### src/rtl/relay_time_analyzer.sv
module relay_time_analyzer #(
  parameter int CH       = 8,
  parameter int TS_W     = 32,
  parameter int SUM_W    = 48,
  parameter int CNT_W    = 16,
  parameter int QUAL_W   = 8,
  parameter int TICK_DIV = 250,
  localparam int SEL_W   = $clog2(CH),
  localparam int DIV_W   = $clog2(TICK_DIV + 1)
) (
  input  logic              clk,
  input  logic              rst_n,
  input  logic [CH-1:0]     contact_in,
  input  logic              fault_start,
  input  logic              fault_clear,
  input  logic [SEL_W-1:0]  chan_sel,
  input  logic [QUAL_W-1:0] qual_ticks,
  input  logic [TS_W-1:0]   timeout_ticks,
  input  logic              stats_clr,
  output logic [TS_W-1:0]   now_us,
  output logic              res_valid,
  output logic              res_kind,
  output logic              res_notrip,
  output logic [TS_W-1:0]   res_time,
  output logic [CNT_W-1:0]  op_count,
  output logic [TS_W-1:0]   op_min,
  output logic [TS_W-1:0]   op_max,
  output logic [SUM_W-1:0]  op_sum,
  output logic [CNT_W-1:0]  rs_count,
  output logic [TS_W-1:0]   rs_min,
  output logic [TS_W-1:0]   rs_max,
  output logic [SUM_W-1:0]  rs_sum
);

  typedef enum logic [1:0] {IDLE, WAIT_OP, WAIT_RS} state_t;

  logic [DIV_W-1:0] div_q;
  logic             tick;
  assign tick = (div_q == DIV_W'(TICK_DIV - 1));

  always_ff @(posedge clk or negedge rst_n)
    if (!rst_n) begin
      div_q  <= '0;
      now_us <= '0;
    end else begin
      div_q <= tick ? '0 : div_q + 1'b1;
      if (tick) now_us <= now_us + 1'b1;
    end

  logic [CH-1:0] s1_q, s2_q, filt, acc;

  always_ff @(posedge clk or negedge rst_n)
    if (!rst_n) begin
      s1_q <= '0;
      s2_q <= '0;
    end else begin
      s1_q <= contact_in;
      s2_q <= s1_q;
    end

  logic [QUAL_W-1:0] qlim;
  assign qlim = (qual_ticks == '0) ? '0 : qual_ticks - 1'b1;

  for (genvar g = 0; g < CH; g++) begin : g_qual
    logic [QUAL_W-1:0] run_q;
    logic              f_q;
    assign filt[g] = f_q;
    assign acc[g]  = tick && (s2_q[g] != f_q) && (run_q >= qlim);
    always_ff @(posedge clk or negedge rst_n)
      if (!rst_n) begin
        run_q <= '0;
        f_q   <= 1'b0;
      end else if (s2_q[g] == f_q) begin
        run_q <= '0;
      end else if (acc[g]) begin
        f_q   <= s2_q[g];
        run_q <= '0;
      end else if (tick) begin
        run_q <= run_q + 1'b1;
      end
  end

  state_t           st_q;
  logic [TS_W-1:0]  mark_q, elapsed;
  logic             hit_rise, hit_fall, fin, fin_nt, fin_kind;

  assign elapsed  = now_us - mark_q;
  assign hit_rise = acc[chan_sel] &  s2_q[chan_sel];
  assign hit_fall = acc[chan_sel] & ~s2_q[chan_sel];
  assign fin_kind = (st_q == WAIT_RS);

  always_comb begin
    fin    = 1'b0;
    fin_nt = 1'b0;
    if (!fault_start && !fault_clear) begin
      if (st_q == WAIT_OP && hit_rise)      fin = 1'b1;
      else if (st_q == WAIT_RS && hit_fall) fin = 1'b1;
      else if (st_q != IDLE && elapsed >= timeout_ticks) begin
        fin    = 1'b1;
        fin_nt = 1'b1;
      end
    end
  end

  always_ff @(posedge clk or negedge rst_n)
    if (!rst_n) begin
      st_q       <= IDLE;
      mark_q     <= '0;
      res_valid  <= 1'b0;
      res_kind   <= 1'b0;
      res_notrip <= 1'b0;
      res_time   <= '0;
    end else begin
      res_valid <= fin;
      if (fin) begin
        res_kind   <= fin_kind;
        res_notrip <= fin_nt;
        res_time   <= elapsed;
      end
      if (fault_start) begin
        st_q   <= WAIT_OP;
        mark_q <= now_us;
      end else if (fault_clear) begin
        st_q   <= WAIT_RS;
        mark_q <= now_us;
      end else if (fin) begin
        st_q <= IDLE;
      end
    end

  for (genvar k = 0; k < 2; k++) begin : g_stat
    logic [CNT_W-1:0] c_q;
    logic [TS_W-1:0]  mn_q, mx_q;
    logic [SUM_W-1:0] s_q;
    logic             upd;
    assign upd = fin && !fin_nt && (fin_kind == 1'(k));
    always_ff @(posedge clk or negedge rst_n)
      if (!rst_n) begin
        c_q  <= '0;
        mn_q <= '1;
        mx_q <= '0;
        s_q  <= '0;
      end else if (stats_clr) begin
        c_q  <= '0;
        mn_q <= '1;
        mx_q <= '0;
        s_q  <= '0;
      end else if (upd) begin
        c_q <= c_q + 1'b1;
        s_q <= s_q + SUM_W'(elapsed);
        if (elapsed < mn_q) mn_q <= elapsed;
        if (elapsed > mx_q) mx_q <= elapsed;
      end
  end

  assign op_count = g_stat[0].c_q;
  assign op_min   = g_stat[0].mn_q;
  assign op_max   = g_stat[0].mx_q;
  assign op_sum   = g_stat[0].s_q;
  assign rs_count = g_stat[1].c_q;
  assign rs_min   = g_stat[1].mn_q;
  assign rs_max   = g_stat[1].mx_q;
  assign rs_sum   = g_stat[1].s_q;

endmodule

### config.mk
export PLATFORM = sky130hd
export DESIGN_NAME = relay_time_analyzer
export DESIGN_NICKNAME = d
export VERILOG_FILES = /design/src/rtl/relay_time_analyzer.sv
export SDC_FILE = /design/constraint.sdc
export NUM_CORES = 1
export LEC_CHECK = 0
export ABC_AREA = 1
export BUFFER_PORTS_ARGS = -buffer_cell sky130_fd_sc_hd__buf_4
export CAP_MARGIN = 20
export CELL_PAD_IN_SITES_DETAIL_PLACEMENT = 1
export CELL_PAD_IN_SITES_GLOBAL_PLACEMENT = 1
export CORE_MARGIN = 2
export CORE_UTILIZATION = 35
export DETAILED_ROUTE_END_ITERATION = 8
export GPL_TIMING_DRIVEN = 0
export PLACE_DENSITY_LB_ADDON = 0.1
export SYNTH_ARGS = -nofsm -noshare
export SYNTH_HDL_FRONTEND = slang
export SYNTH_SLANG_ARGS = --single-unit
### constraint.sdc
create_clock -name clk -period 5.75 [get_ports clk]
set_input_delay 1.4375 -clock clk [delete_from_list [all_inputs] [get_ports clk]]
set_output_delay 1.4375 -clock clk [all_outputs]
set_load 0.02 [all_outputs]
==> results by group <==
Synthesis
  • Post-synth EDFFs: 0
  • Syn nets: 4973
  • Top post-synthesis cells by area: dfrtp_1 29%, nand2_1 14%, ha_1 13%
  • Register area share after synthesis: 0.346
  • Synth Flop Type: dfrtp_1
  • Cell with the most instances after synthesis: nand2_1
  • Synthesis Warnings: 0
  • Post-synth top area cell: dfrtp_1
  • Syn avg cell area: around 7 um^2
  • Most frequent cells after synthesis: 1269 x nand2_1, 649 x inv_1, 441 x nor2_1
  • Post-synthesis cell count: 4583
  • Synth Cell Area: 0.0330 mm^2
  • Share of the synthesized area in the top cell type: 0.295
  • Flip-flop and latch count after synthesis: 453
  • Synth cell types: 50
  • Asr flop ratio synth: 1.00

Critical path
  • CP endpoint kind: register
  • Crit path capture: rs_sum[31]
  • Cells on worst reg2reg path: 23
  • R2R setup slack: 0.24 ns
  • CP Launch Point: now_us[0]
  • Startpoint types: register
  • Crit path DAT: 6.07 ns
  • R2R Path End: rs_sum[31]
  • Kind of critical path: reg -> reg
  • CP Max Fanout: 7
  • R2R Path Start: now_us[0]
  • Worst endpoint required time: 6.31 ns

Global routing
  • Gr usage total: 0.286
  • Initial antenna violation count: 3
  • Total grt overflow: 0
  • First-pass GRT wire length: 210000 um
  • Vias in the first global route: ~34000
  • Largest net degree at the start of global routing: 106

Cells and area
  • Nets: 5453
  • Multi-input combinational cell area: 0.0189 mm^2
  • Fillers: 11800
  • Cell area after layout: 0.0401 mm^2
  • Share of cells above drive strength 1: 0.139
  • Area growth from synthesis to layout: 21.5%
  • Final Util: 0.429
  • Cell Count, Final, Fillers Out: 6363
  • FF+latch area: 0.0114 mm^2

Power and ir drop
  • Total power: 7.93 mW
  • Switching part of the total: 0.278
  • Net Sw Power: 2.21 mW
  • Register share of total power: 0.429
  • Pwr dens: 198 mW/mm^2
  • Worst VDD drop: around 230 uV
  • Leak Pwr: 20.7 nW
  • Power share of the combinational group: 0.102
  • Int Pwr: approximately 5.7 mW
  • Clock power share: 0.469

Clock network
  • Clk slew on worst S/H paths: ~0.060 ns
  • Hold_buf cts: 0
  • H-tree lvl count: 2
  • Worst skew pair latency: 0.68 ns
  • Clk buf depth: 3
  • TritonCTS clock tree: yes
  • CTS Buf Count: 58
  • Clk sinks: ~450
  • Clock Tree Root: clkbuf_16

Drt
  • DR iter-0 viols: 1953
  • Vias/cell: around 5.1
  • Post-DR wirelength/cell: 22.0 um
  • Vias post-DR: 32800
  • Post-route antenna net violation count: 0
  • Residual DRC: 0
  • Routed wire length: 140000 um
  • First drt pass iteration count: 5

Die
  • Die Height: around 310 um
  • Top-level port count: 379
  • Die Footprint: 0.0968 mm^2
  • Core footprint: 0.0935 mm^2
  • Die width: 311 um
  • Initial Utilization: 0.353
  • Std-Cell Rows: roughly 110

Timing
  • Fin crit share: 0.959
  • Final setup margin: 0.236 ns
  • Slew headroom: 0.185
  • Worst Tran Pin Value: 1.22 ns
  • FMAX: 181 MHz
  • Final min period: between 5 and 6 ns
  • # setup viols final: 0
  • Pins Over Slew Limit: 0
  • Worst Skew: 0.0260 ns
  • Final Hold Viols: 0

Run
  • Total of max-cap violations: 0

Placed design
  • Placed Area: 0.0377 mm^2
  • Number of cells after detailed placement: 6229
  • Hpwl dp: 111000 um
  • I/O Buffers: 377
  • Worst slack at placement: -0.977 ns
  • Gpl congestion: 0.960

Status
  • Status: finished clean

Worst hold path
  • Min-Delay Path Class: reg -> reg
[power groups by stage]
stage	Sequential [mW]	Clock, mW	Combinational [mW]
floorplan	3.51	0	0.294
global placement	3.45	0	0.783
detailed placement	3.45	0	0.815
CTS	3.40	3.81	0.820
global route	3.40	3.91	0.893
finish	3.40	3.72	0.810
[worst max-delay path: stages, from the launching register on]
cell and delay [ns]:
dfrtp_1 0.43, inv_1 0.13, ha_1 0.15, inv_1 0.06, fa_1 0.38, nand2_1 0.07
inv_1 0.05, nand2_1 0.05, nand2_1 0.12, a21boi_2 0.26, o31ai_1 0.11, xor2_1 0.52
inv_1 0.55, ha_1 0.50, a21oi_1 0.23, a21boi_0 0.37, nand3_1 0.39, nand2_1 0.16
nand2_1 0.20, a21oi_1 0.27, xor2_1 0.17, nor2_1 0.05, nand2_1 0.10, nand2_1 0.05
[repair_timing]
action	4_1_cts	5_1_grt
pin swaps	1	3
hold endpoints to repair	0	0
endpoints found under the setup margin	179	128
setup buffers	18	10
gates resized for setup	35	29
[layer usage]
layer,up-vias,part of all wire,global-route usage
met3,205,0.059,0.0587
li1,15700,-,-
met5,-,0,0
met4,0,0.037,0.103
met1,16100,0.45,0.373
met2,736,0.46,0.467
[state kept, by name, indices dropped and copies added, names as in the netlist, 2 cells and up]
register      flops
div_q             8
g_qual.f_q        8
g_qual.run_q     64
mark_q           32
now_us           32
op_count         16
op_max           32
op_min           32
op_sum           48
res_time         32
rs_count         16
rs_max           32
rs_min           32
rs_sum           48
s1_q              8
s2_q              8
st_q              2
[area by class of cell]
type,instances,area share
timing repair buffer,420,0.0829
clock inverter,12,0.00330
sequential,453,0.284
antenna,1,0.0000624
inverter,654,0.0627
tap,1254,0.0391
multi-input combinational,3380,0.471
buffer,96,0.0129
clock buffer,93,0.0435
[layout by cell type (no fill, tap or decap), types with 143 or more instances in the layout]
master,instances
dfrtp_1,389
inv_1,633
ha_1,331
a21oi_1,241
buf_4,415
xor2_1,143
nor2_1,441
nand2_1,1266
o21ai_0,223
nand3_1,285
[stage by stage]
stage | hold slack [ns] | setup TNS [ns]
2_1_floorplan | 0.331 | 0
3_3_place_gp | 0.336 | -873.51
3_5_place_dp | 0.341 | -83.15
4_1_cts | 0.353 | 0
5_1_grt | 0.365 | -0.0309
6_report | 0.353 | 0
[worst min-delay path by stage]
stage / endpoint / start / cells after the start
after floorplan: s2_q[0] / s1_q[0] / 0
after global placement: s2_q[2] / s1_q[2] / 0
final: s2_q[5] / s1_q[5] / 0
after global routing: s2_q[2] / s1_q[2] / 0
after detailed placement: s2_q[2] / s1_q[2] / 0
after CTS: s2_q[2] / s1_q[2] / 0
[cell families (layout without fill, tap and decap cells)]
family,after synthesis,after routing,share of synthesized area
flops,453,453,0.346
compound gates,625,625,0.103
other cells,0,1,0
buf+inv,750,1275,0.0896
mux,5,5,0.00152
fa+ha+maj,334,334,0.127
simple gates,2203,2203,0.277
xor+xnor,213,213,0.0565
Power figures use the tool's default switching activity.
